===== config.mk =====
export PLATFORM = sky130hd
export DESIGN_NAME = symseq_detector
export DESIGN_NICKNAME = d
export VERILOG_FILES = /design/src/rtl/symseq_pkg.sv /design/src/rtl/symseq_debounce.sv /design/src/rtl/symseq_matcher.sv /design/src/rtl/symseq_flash.sv /design/src/rtl/symseq_detector.sv
export SDC_FILE = /design/constraint.sdc
export NUM_CORES = 1
export LEC_CHECK = 0
export BUFFER_PORTS_ARGS = -buffer_cell sky130_fd_sc_hd__clkbuf_2
export CAP_MARGIN = 40
export CORE_UTILIZATION = 40
export CTS_CLUSTER_SIZE = 25
export DETAILED_ROUTE_END_ITERATION = 10
export PLACE_DENSITY = 0.61
export SLEW_MARGIN = 10
export SYNTH_ARGS = -nofsm -noshare
export SYNTH_HDL_FRONTEND = slang
export SYNTH_HIERARCHICAL = 1
export SYNTH_SLANG_ARGS = --single-unit

===== constraint.sdc =====
create_clock -name clk -period 2.31 [get_ports clk]
set_input_delay 0.231 -clock clk [delete_from_list [all_inputs] [get_ports clk]]
set_output_delay 0.231 -clock clk [all_outputs]
set_load 0.05 [all_outputs]

===== src/rtl/symseq_pkg.sv =====
package symseq_pkg;

  localparam int PAT_LEN = 5;
  localparam int SYM_W   = 3;

  typedef logic [SYM_W-1:0] sym_t;
  typedef logic [2:0]       prog_t;

  typedef enum logic [1:0] {
    SES_RUN   = 2'd0,
    SES_FOUND = 2'd1,
    SES_LOCK  = 2'd2
  } ses_t;

  // Symbol expected at a given match position of the code 2 3 1 4 3.
  function automatic sym_t pat_sym(input prog_t idx);
    case (idx)
      3'd0:    return sym_t'(2);
      3'd1:    return sym_t'(3);
      3'd2:    return sym_t'(1);
      3'd3:    return sym_t'(4);
      default: return sym_t'(3);
    endcase
  endfunction

  // Progress after one symbol. No proper prefix of the code is also a
  // suffix, so a mismatch restarts at 1 if the symbol opens the code, else 0.
  function automatic prog_t next_prog(input prog_t p, input sym_t s);
    if (s == pat_sym(p))          return p + prog_t'(1);
    else if (s == pat_sym(3'd0))  return prog_t'(1);
    else                          return prog_t'(0);
  endfunction

endpackage


===== src/rtl/symseq_debounce.sv =====
module symseq_debounce #(
  parameter int STABLE_CYCLES = 4
) (
  input  logic clk,
  input  logic rst,
  input  logic raw,
  output logic level,
  output logic rise
);
  localparam int CW = $clog2(STABLE_CYCLES + 1);

  logic [CW-1:0] run_cnt;
  logic          lvl_q;
  logic          lvl_d1;

  always_ff @(posedge clk) begin
    if (rst) begin
      run_cnt <= '0;
      lvl_q   <= 1'b0;
      lvl_d1  <= 1'b0;
    end else begin
      lvl_d1 <= lvl_q;
      if (!raw) begin
        run_cnt <= '0;
        lvl_q   <= 1'b0;
      end else if (run_cnt == CW'(STABLE_CYCLES - 1)) begin
        lvl_q <= 1'b1;
      end else begin
        run_cnt <= run_cnt + CW'(1);
      end
    end
  end

  assign level = lvl_q;
  assign rise  = lvl_q & ~lvl_d1;

  // the debounced level only comes up after the input was high
  a_r2_rise_needs_high: assert property (@(posedge clk) disable iff (rst)
    $rose(lvl_q) |-> $past(raw));

  // a low input drops the level at the next edge
  a_r2_low_drops: assert property (@(posedge clk) disable iff (rst)
    !raw |=> !lvl_q);

  // a press edge lasts one cycle
  a_r3_rise_single: assert property (@(posedge clk) disable iff (rst)
    rise |=> !rise);

endmodule


===== src/rtl/symseq_matcher.sv =====
module symseq_matcher
  import symseq_pkg::*;
#(
  parameter int MAX_SYMS = 10
) (
  input  logic clk,
  input  logic rst,
  input  logic init_evt,
  input  logic sym_valid,
  input  sym_t sym,
  output ses_t mode
);
  localparam int CNTW = $clog2(MAX_SYMS + 1);

  logic [CNTW-1:0] count;
  prog_t           prog;
  prog_t           prog_nx;
  logic            accept;
  logic            hit_now;
  logic            last_now;

  assign accept   = sym_valid && (mode == SES_RUN) && !init_evt;
  assign prog_nx  = next_prog(prog, sym);
  assign hit_now  = accept && (prog_nx == prog_t'(PAT_LEN));
  assign last_now = accept && (count == CNTW'(MAX_SYMS - 1));

  always_ff @(posedge clk) begin
    if (rst || init_evt) begin
      mode  <= SES_RUN;
      count <= '0;
      prog  <= '0;
    end else if (accept) begin
      count <= count + CNTW'(1);
      prog  <= hit_now ? prog_t'(0) : prog_nx;
      if (hit_now)       mode <= SES_FOUND;
      else if (last_now) mode <= SES_LOCK;
    end
  end

  // a finished session is frozen until initialise
  a_r7_frozen: assert property (@(posedge clk) disable iff (rst)
    (mode != SES_RUN && !init_evt) |=> (mode == $past(mode)) && $stable(count));

  // initialise empties the session
  a_r9_init_clears: assert property (@(posedge clk) disable iff (rst)
    init_evt |=> (mode == SES_RUN) && (count == '0) && (prog == '0));

  // a completed code is never turned into a lock
  a_r6_hit_wins: assert property (@(posedge clk) disable iff (rst)
    hit_now |=> mode == SES_FOUND);

  // a lock is only entered with a full session
  a_r5_lock_full: assert property (@(posedge clk) disable iff (rst)
    (mode == SES_LOCK && $past(mode) != SES_LOCK) |-> count == CNTW'(MAX_SYMS));

  // progress stays inside the code length
  a_r4_prog_range: assert property (@(posedge clk) disable iff (rst)
    prog < prog_t'(PAT_LEN));

endmodule


===== src/rtl/symseq_flash.sv =====
module symseq_flash #(
  parameter int DIV = 8
) (
  input  logic clk,
  input  logic rst,
  input  logic en,
  output logic phase
);
  localparam int CW = (DIV > 1) ? $clog2(DIV) : 1;

  logic [CW-1:0] div_cnt;
  logic          tick;

  assign tick = en && (div_cnt == CW'(DIV - 1));

  always_ff @(posedge clk) begin
    if (rst || !en) begin
      div_cnt <= '0;
      phase   <= 1'b1;
    end else if (tick) begin
      div_cnt <= '0;
      phase   <= ~phase;
    end else begin
      div_cnt <= div_cnt + CW'(1);
    end
  end

  // the phase holds between divider ticks
  a_r8_hold: assert property (@(posedge clk) disable iff (rst)
    (en && !tick) |=> $stable(phase));

  // each tick flips the phase
  a_r8_toggle: assert property (@(posedge clk) disable iff (rst)
    tick |=> phase != $past(phase));

endmodule


===== src/rtl/symseq_detector.sv =====
module symseq_detector
  import symseq_pkg::*;
#(
  parameter int NUM_KEYS   = 4,
  parameter int DEB_CYCLES = 100000,
  parameter int FLASH_DIV  = 25000000,
  parameter int MAX_SYMS   = 10,
  parameter int LED_W      = 12
) (
  input  logic                clk,
  input  logic                rst,
  input  logic [NUM_KEYS-1:0] key_raw,
  input  logic                init_raw,
  output logic [LED_W-1:0]    led
);

  logic [NUM_KEYS-1:0] key_lvl;
  logic [NUM_KEYS-1:0] key_rise;
  logic                init_lvl;
  logic                init_rise;
  logic                sym_valid;
  sym_t                sym;
  ses_t                mode;
  logic                flash_phase;
  logic [LED_W-1:0]    lock_pat;

  for (genvar k = 0; k < NUM_KEYS; k++) begin : g_key
    symseq_debounce #(.STABLE_CYCLES(DEB_CYCLES)) u_deb (
      .clk   (clk),
      .rst   (rst),
      .raw   (key_raw[k]),
      .level (key_lvl[k]),
      .rise  (key_rise[k])
    );
  end

  symseq_debounce #(.STABLE_CYCLES(DEB_CYCLES)) u_init_deb (
    .clk   (clk),
    .rst   (rst),
    .raw   (init_raw),
    .level (init_lvl),
    .rise  (init_rise)
  );

  // One event only when exactly one symbol button is down.
  assign sym_valid = (key_rise != '0) && ($countones(key_lvl) == 1);

  always_comb begin
    sym = '0;
    for (int i = 0; i < NUM_KEYS; i++) begin
      if (key_rise[i]) sym = sym_t'(i + 1);
    end
  end

  symseq_matcher #(.MAX_SYMS(MAX_SYMS)) u_match (
    .clk       (clk),
    .rst       (rst),
    .init_evt  (init_rise),
    .sym_valid (sym_valid),
    .sym       (sym),
    .mode      (mode)
  );

  symseq_flash #(.DIV(FLASH_DIV)) u_flash (
    .clk   (clk),
    .rst   (rst),
    .en    (mode == SES_FOUND),
    .phase (flash_phase)
  );

  for (genvar b = 0; b < LED_W; b++) begin : g_lock
    assign lock_pat[b] = ((b % 2) == 0);
  end

  always_comb begin
    case (mode)
      SES_FOUND: led = {LED_W{flash_phase}};
      SES_LOCK:  led = lock_pat;
      default:   led = '0;
    endcase
  end

  // a symbol event is a one-cycle pulse
  a_r3_event_pulse: assert property (@(posedge clk) disable iff (rst)
    sym_valid |=> !sym_valid);

  // an initialise event comes from a held button
  a_r9_init_held: assert property (@(posedge clk) disable iff (rst)
    init_rise |=> init_lvl || !init_raw);

endmodule


After elaboration in Yosys (flattened, before gate mapping)

Cells that the tools add are included.

Flip-flop bits (word level): 130
Bits of input ports: 7
Output and inout bits: 12

Add/subtract/negate cells: 11
Eq/ne operators: 15
Multiplexer cells: 11
Bitwise gates (word level): 16
Reduce and logical (&&, ||, !) cells: 21

Operators with widths:

| kind                    | number |
|---|---|
| $add A17 B1 Y17 const B | 5 |
| $eq A17 B17 Y1 const B  | 5 |
| $add A25 B1 Y25 const B | 1 |
| $eq A25 B25 Y1 const B  | 1 |
| $pmux W12 S2            | 1 |
| $mux W3                 | 5 |
| $reduce_or A2 Y1        | 6 |
| $not A1 Y1              | 11 |
| $eq A3 B2 Y1 const B    | 3 |
| $pmux W3 S3             | 1 |
| $logic_and A1 B1 Y1     | 6 |
| $and A1 B1 Y1           | 5 |
| $add A1 B1 Y2           | 2 |
| $add A4 B1 Y4 const B   | 1 |
| $eq A4 B4 Y1 const B    | 1 |
| $mux W2                 | 2 |
| $reduce_bool A4 Y1      | 1 |
| $add A2 B2 Y3           | 1 |
| $add A3 B1 Y3 const B   | 1 |
| $eq A3 B1 Y1 const B    | 1 |
| $eq A3 B3 Y1            | 1 |
| $eq A3 B3 Y1 const B    | 1 |
| $logic_not A3 Y1        | 1 |
| $eq A2 B1 Y1 const B    | 1 |
| 7 further kinds         | 10 |

Longest topological paths before layout

Gate-level depths: netlist of the first run.

Depth in word-level cells: 13
Gate-level depth with buffers: 11
Gate-level depth less buffers: 10

Cells and area by module

Netlist of the first run, hierarchy kept.

Modules (own cells, without submodules):

| module          | instances | cells an instance | area an instance (um^2) |
|---|---|---|---|
| symseq_debounce | 5         | 100               | 928.4 |
| symseq_flash    | 1         | 145               | 1242.4 |
| symseq_matcher  | 1         | 67                | 635.6 |
| symseq_detector | 1         | 32                | 236.5 |

Least setup slack after synthesis of the first run

No wires, ideal clock.

Path type: register to register
Start: register g_key[0].u_deb.lvl_q
End: register u_match.count[3]
Setup time: 114 ps
Arrival: 2369 ps
Required time: 2196 ps
Path slack: -173 ps
Stages on the path, launching flop included: 12
Buffers on the path: 1
Cells stage by stage: dfxtp_1 > inv_1 > fa_1 > inv_1 > ha_1 > ha_1 > nor4b_2 > nor4b_2 > clkbuf_8 > nand4_1 > xor2_1 > nor2_1

Longest elaborated chain between the ends: 6
Elaborated cells between the ends (all ways): 8
Those cells by class: add/sub: 2; eq/ne: 1; bitwise: 1; reduce/logical: 4

Ends and longest elaborated chain:

| what                                  | line                  | RTL |
|---|---|---|
| start: declaration                    | symseq_debounce.sv:13 | `logic lvl_q;` |
| start signal: assignment              | symseq_debounce.sv:19 | `lvl_q <= 1'b0;` |
| start signal: assignment              | symseq_debounce.sv:25 | `lvl_q <= 1'b0;` |
| start signal: assignment              | symseq_debounce.sv:27 | `lvl_q <= 1'b1;` |
| $add A1 B1 Y2 (not written as such)   | symseq_detector.sv:46 | `assign sym_valid = (key_rise != '0) && ($countones(key_lvl) == 1);` |
| $add A2 B2 Y3 (not written as such)   | symseq_detector.sv:46 |  |
| $eq A3 B1 Y1                          | symseq_detector.sv:46 |  |
| $logic_and A1 B1 Y1 (*)               | symseq_detector.sv:46 |  |
| net sym_valid                         | symseq_detector.sv:21 | `logic sym_valid;` |
| $logic_and A1 B1 Y1 (*) (2 in series) | symseq_matcher.sv:22  | `assign accept = sym_valid && (mode == SES_RUN) && !init_evt;` |
| end signal: assignment                | symseq_matcher.sv:33  | `count <= count + CNTW'(1);` |
| end: declaration                      | symseq_matcher.sv:15  | `logic [CNTW-1:0] count;` |

Mark *: on every way through the listed nets, which the timed path passes. The rest lies on a longest branch.
A chain may end at the register's enable or synchronous reset.

Worst setup path in the final report of the first run

Start: register g_key[3].u_deb.lvl_q
End: register u_match.count[3]

Longest elaborated chain between the ends: 6
Elaborated cells between the ends (all ways): 8
Those cells by class: add/sub: 2; eq/ne: 1; bitwise: 1; reduce/logical: 4

Ends and longest elaborated chain:

| what                                  | line |
|---|---|
| start: declaration                    | symseq_debounce.sv:13 |
| start signal: assignment              | symseq_debounce.sv:19 |
| start signal: assignment              | symseq_debounce.sv:25 |
| start signal: assignment              | symseq_debounce.sv:27 |
| $add A1 B1 Y2 (not written as such)   | symseq_detector.sv:46 |
| $add A2 B2 Y3 (not written as such)   | symseq_detector.sv:46 |
| $eq A3 B1 Y1                          | symseq_detector.sv:46 |
| $logic_and A1 B1 Y1 (*)               | symseq_detector.sv:46 |
| net sym_valid                         | symseq_detector.sv:21 |
| $logic_and A1 B1 Y1 (*) (2 in series) | symseq_matcher.sv:22 |

Marked as above.

==> results of run 1 <==
## cell usage after synthesis, types with 7 or more instances
master   number  area share
nor3_1       35       0.026
xor2_1       18       0.023
a41o_1       10       0.015
nand2_1      47       0.026
nand4_1      20       0.019
xnor2_1      44       0.057
o21ai_0      31       0.023
nor4b_2       7       0.016
dfxtp_1     130        0.39
buf_4        10       0.011
or3_1        17       0.016
ha_1         16       0.030
nand3_2       7       0.010
a21oi_1      39       0.029
a31oi_1      15       0.014
inv_1        32       0.018
nor4_4       10       0.031
nor2_1       87       0.048
nand3_1      34       0.025
nor4_1       21       0.019
## flip-flops by register name, indices dropped and copies added, names as in the netlist
| name | count |
|---|---|
| g_key.u_deb/level | 4 |
| u_init_deb/level | 1 |
| u_init_deb/lvl_d1 | 1 |
| u_flash/div_cnt | 25 |
| u_flash/phase | 1 |
| u_match/prog | 3 |
| g_key.u_deb/run_cnt | 68 |
| u_init_deb/run_cnt | 17 |
| g_key.u_deb/lvl_d1 | 4 |
| u_match/count | 4 |
| u_match/mode | 2 |
## per-layer routing
metal | wire, um | GRT usage | vias to the layer above
li1 | - | - | 2739
met1 | 6423 | 0.2008 | 2385
met2 | 5509 | 0.2334 | 45
met4 | 219 | 0.06589 | 0
met3 | 320 | 0.03576 | 19
met5 | 0 | 0 | -
## report_power, final
part	total (mW)	leakage [nW]	internal [mW]	switching, mW
clock network	2.54	0.275	1.61	0.924
registers	2.26	1.05	2.25	0.00880
logic	0.0727	1.34	0.0234	0.0492
## cell type report
type / count / area (sq um)
clock buffers: 22 / 464.2
flip-flops and latches: 130 / 2605
repair buffers: 26 / 153.9
clock inverters: 7 / 85.08
fillers: 1602 / 8922
inverters: 32 / 120.1
well taps: 220 / 275.3
multi-input cells: 555 / 3899
## worst max-delay path, delay by kind of cell, from the launching register on
| kind | cells | cell delay [ps] |
|---|---|---|
| adders and majority gates | 3 | 910 |
| and+or+nand+nor | 4 | 680 |
| DFF | 1 | 330 |
| buffers and inverters | 3 | 250 |
| xor gates and xnor gates | 1 | 180 |
## per-stage QoR
stage | power (mW) | setup WS (ps) | setup TNS, ps | hold WS (ps)
finish | 4.872 | -146.0 | -821.8 | 257.2
global route | 5.063 | -260.3 | -1809 | 252.5
CTS | 4.942 | -153.2 | -1079 | 250.4
detailed placement | 2.383 | -217.0 | -1357 | 462.5
floorplan | 2.368 | -78.05 | -169.2 | 297.7
global placement | 2.382 | -141.3 | -816.0 | 458.8
## placed cells by master (no fill, tap or decap), types with 6 or more instances in the layout
master,instances
xor2_1,18
clkbuf_16,17
nor3b_1,6
nor4_4,10
nand3_2,7
a31oi_1,15
nand3_1,34
nand2_1,46
nand4_1,20
or2_2,6
nor3_1,35
clkbuf_2,18
ha_1,14
nor4_1,21
nor2_1,87
xnor2_1,44
or2b_2,6
a21oi_1,38
or3_1,17
buf_4,7
a41o_1,10
dfxtp_1,128
o21ai_0,29
nand4_4,6
inv_1,30
## cells by family after synthesis
group,after synthesis,synth area share
AND/OR/NAND/NOR,358,0.3419
adder cells (fa/ha/maj),17,0.03259
AO/OA/AOI/OAI,118,0.1135
XOR/XNOR,62,0.08037
flip-flops,130,0.3852
buffers and inverters,59,0.04648
## what timing repair did
action | 4_1_cts | 5_1_grt
buffers inserted | 0 | 1
hold buffers | 0 | 0
pin swaps | 7 | 6
endpoints found under the setup margin | 9 | 9
gates cloned | 1 | 0
resized for setup | 7 | 7
## how the worst min path moves through the flow
stage,startpoint,to,slack (ps),depth (start not counted)
finish,key_raw[3],g_key[3].u_deb/run_cnt[5],260,3
global route,key_raw[3],g_key[3].u_deb/run_cnt[5],250,3
CTS,key_raw[3],g_key[3].u_deb/run_cnt[5],250,3
detailed placement,u_init_deb/level,u_init_deb/lvl_d1,460,2
global placement,u_init_deb/level,u_init_deb/lvl_d1,460,2
floorplan,rst,g_key[0].u_deb/lvl_d1,300,1
==> qor.csv, run 1 <==
metric,value,unit
dr.first_iter.drc_count,221,
placed_area,7005,sq um
track_usage,0.1512,
cts_root_buf,clkbuf_16,
path_class,register to register,
placementRows,47,
drcViolationCount,0,
die_y,132.0,um
hold_path.class,input port to register,
finalNonFillerCells,992,
clkLatencyLatePin,420,ps
drt_wl_total,12470,um
ff2ff_setup_slack,-150,ps
min_period_over_period,1.063,
arrival,2760,ps
initial_utilization,0.4089,
overflow,0,
grt_max_degree,26,
synth-seq-cells,130,
reg2reg_to,u_match/count[3],
peakVddDrop,0.0005628,V
finish.utilization,0.4601,
port_buffers,18,
synth-edff-count,0,
area_growth,12.52,%
n_antenna_cell,0,
slew_viol_final,0,
top_level_ports,19,
synth_cell_types,63,
synth_fp_nets,768,
async_flop_share,0,
power.density,640.9,nW/um^2
htree_levels,4,
grt_pass1_vias,4699,
cts_buffer_depth,2,
dieArea,17410,sq um
synth_top_flop_cell,dfxtp_1,
finalWorstSetupSlack,-146.0,ps
p_leak,2.669,nW
grt_pass1_wl,21740,um
worstMarginPinSlew,528.3,ps
synth_cells,744,
first_pass_iters,4,
drive_gt1_frac,0.1801,
rsz0062_at_grt,yes,
r2r_cells,11,
routedWlPerCell,12.57,um
cp_max_fo,5,
die_w,132.0,um
place_hpwl,8474,um
timing.fmax,407.2,MHz
nets,786,
synth_area,6756,sq um
antenna_found_initial,0,
status,"complete, but fails checks",
startpoint,g_key[3].u_deb/level,
fin_crit,2456,ps
endpoint_kind,register,
crit_path_cell_trace,inv_2 -> fa_1 -> inv_1 -> ha_2 -> ha_4 -> nor4b_4 -> nor4b_4 -> buf_6 -> nand4_1 -> xor2_1 -> nor2_1,
dpl.cell_count,962,
violations,negative setup slack,
endpoint,u_match/count[3],
worstPathRequired,2620,ps
numCtsBuffers,17,
cp_slowest_cell,fa_1,
cts_tree,yes,
maxCapViolCount,0,
relSlewSlack,0.6446,
syn_avg_cell_area,9.081,sq um
vias,5188,
coreArea,16520,sq um
path_common_cell,nor4b_4,
fin_worst_skew,6.619,ps
finalHoldViolCount,0,
ys_seq_area_frac,0.3852,
via_per_inst,5.230,
clk_pin_slew,60,ps
clock_sinks,130,
ant_nets,0,
start_kind,register,
gp_congestion,0.7789,
setup_viol,9,
r2r_start,g_key[3].u_deb/level,
slowest_delay,520,ps
postLayoutCellArea,7602,sq um
synth_warnings,6,
(Power assumes the default switching activity.)
==> run 2, diff against run 1 <==
--- a/config.mk
+++ b/config.mk
@@ -7,10 +7,10 @@
 export LEC_CHECK = 0
 export BUFFER_PORTS_ARGS = -buffer_cell sky130_fd_sc_hd__clkbuf_2
 export CAP_MARGIN = 40
-export CORE_UTILIZATION = 40
+export CORE_UTILIZATION = 56
 export CTS_CLUSTER_SIZE = 25
 export DETAILED_ROUTE_END_ITERATION = 10
-export PLACE_DENSITY = 0.61
+export PLACE_DENSITY = 0.8
 export SLEW_MARGIN = 10
 export SYNTH_ARGS = -nofsm -noshare
 export SYNTH_HDL_FRONTEND = slang
==> run 2 against run 1 <==
The flow still finishes with violations (negative setup slack). Sequential power about the same. Hold slack improved by 4.9 ps. Combinational power increased by 2%. Register-to-register slack got worse by 96 ps. Global-route usage increased by 7.3 points. Critical endpoint is now u_match/mode[0].
==> qor.csv, run 2 (synthesis gave the netlist of run 1 again) <==
metric,value,unit,change
finalWorstSetupSlack,-242.0,ps,-96.06 ps
nets,786,,unchanged
cts_buffer_depth,2,,unchanged
violations,negative setup slack,,
clock_sinks,130,,unchanged
slew_viol_final,0,,unchanged
finish.utilization,0.6520,,+0.1919
gp_congestion,0.8276,,+6.3%
dieArea,12510,sq um,-28%
overflow,0,,unchanged
clkLatencyLatePin,420,ps,about the same
cp_max_fo,5,,unchanged
coreArea,11560,sq um,-30%
die_w,111.8,um,-15%
hp-start,init_raw,,
grt_pass1_wl,23080,um,+6.2%
worstPathRequired,2620,ps,about the same
status,"complete, but fails checks",,
setup_viol,9,,unchanged
fin_crit,2552,ps,+96.06 ps
drt_wl_total,13380,um,+7.3%
routedWlPerCell,14.58,um,+16%
endpoint_kind,register,,
cts_tree,yes,,
p_leak,2.679,nW,+0.37%
drcViolationCount,0,,unchanged
start_kind,register,,
numCtsBuffers,17,,unchanged
initial_utilization,0.5842,,+0.1754
timing.fmax,391.8,MHz,-3.8%
rsz0062_at_grt,yes,,
port_buffers,18,,unchanged
startpoint,g_key[3].u_deb/level,,
top_register,g_key.u_deb/run_cnt,,
grt_pass1_vias,5344,,+14%
die_y,111.8,um,-15%
dr.first_iter.drc_count,394,,+78%
arrival,2860,ps,+100 ps
fill_cells,931,,-42%
track_usage,0.2246,,+0.07340
power.density,640.4,nW/um^2,about the same
top_level_ports,19,,unchanged
vias,5472,,+5.5%
via_per_inst,5.961,,+14%
clk_pin_slew,60,ps,about the same
maxCapViolCount,0,,unchanged
path_class,register to register,,
postLayoutCellArea,7540,sq um,-0.82%
ant_nets,0,,unchanged
largest_register_ffs,68,,unchanged
antenna_found_initial,0,,unchanged
relSlewSlack,0.5956,,-0.04896
peakVddDrop,0.0006534,V,+16%
placementRows,39,,-17%
final_cell_mix,"127 x dfxtp_1, 86 x nor2_1, 46 x nand2_1",,
cts_root_buf,clkbuf_16,,
place_hpwl,9056,um,+6.9%
drive_gt1_frac,0.1845,,+0.004464
fin_worst_skew,9.321,ps,+2.702 ps
r2r_start,g_key[3].u_deb/level,,
first_pass_iters,5,,+1
reg.largest.list,"g_key.u_deb/run_cnt (68), u_flash/div_cnt (25), u_init_deb/run_cnt (17)",,
area_growth,11.59,%,
n_antenna_cell,0,,unchanged
placed_area,6902,sq um,-1.5%
htree_levels,4,,unchanged
finalHoldViolCount,0,,unchanged
finalPower,4.829,mW,-0.89%
hold_path.class,input port to register,,
cts_hold_buf,0,,unchanged
min_period_over_period,1.105,,+0.04158
final_common_cell,dfxtp_1,,
worstMarginPinSlew,601.0,ps,+72.76 ps
ff2ff_setup_slack,-240,ps,-100 ps
grt_max_degree,26,,unchanged
run 2: cell types whose count changed in the layout (fill, tap and decap cells not counted), moves of 2 or more:
cell / previous run / this run
buf_6: 1 / 3
clkbuf_8: 2 / 7
bufinv_16: 2 / 0
buf_4: 7 / 4
run 2: cell type report:
type,instances,area (sq um),share of cell area
multi-input cells,555,3919,0.5197
flip-flops and latches,130,2606,0.3457
clock buffers,28,536.8,0.07119
well taps,143,178.9,0.02373
repair buffers,26,158.9,0.02108
inverters,32,120.1,0.01593
clock inverters,4,20.02,0.002655
run 2: per-layer routing:
metal | GRT usage | up-vias | share of wire
li1 | - | 2730 | -
met1 | 0.2560 | 2610 | 0.43
met2 | 0.3988 | 113 | 0.52
met3 | 0.05498 | 19 | 0.035
met4 | 0.09550 | 0 | 0.013
met5 | 0 | - | 0
run 2: final timing paths:
path | depth (start not counted) | end
max | 10 | u_match/mode[0]
min | 3 | u_init_deb/run_cnt[5]
max reg2reg | 10 | u_match/mode[0]
min reg2reg | 2 | u_init_deb/lvl_d1
run 2: repair_timing:
item | CTS | global route
setup buffers | 1 | 0
cloned | 1 | 0
resized for setup | 7 | 9
setup endpoints to repair | 9 | 9
pin swaps | 1 | 8
run 2: per-stage QoR:
stage / worst slack, ps / cells / hold WS, ps / TNS (ps)
2_1_floorplan: -78.05 / 744 / 297.7 / -169.2
6_report: -242.0 / 918 / 262.1 / -1650
3_5_place_dp: -208.0 / 884 / 457.6 / -1256
5_1_grt: -326.3 / 918 / 261.9 / -2537
3_3_place_gp: -108.7 / 884 / 450.2 / -572.4
4_1_cts: -196.4 / 918 / 261.4 / -1384
run 2: power by group:
part	total (mW)	internal, mW	switching [mW]
clock network	2.49	1.56	0.927
registers	2.26	2.25	0.00975
logic	0.0745	0.0239	0.0506
total	4.83	3.84	0.987
run 2: critical path, cell delays in order, from the launching register on:
cell and delay (ps):
dfxtp_2 330, inv_2 40, fa_1 550, inv_2 50, ha_4 160, ha_4 210
nor4b_4 260, nor4b_4 290, buf_6 170, nand4_4 130, o41ai_4 250
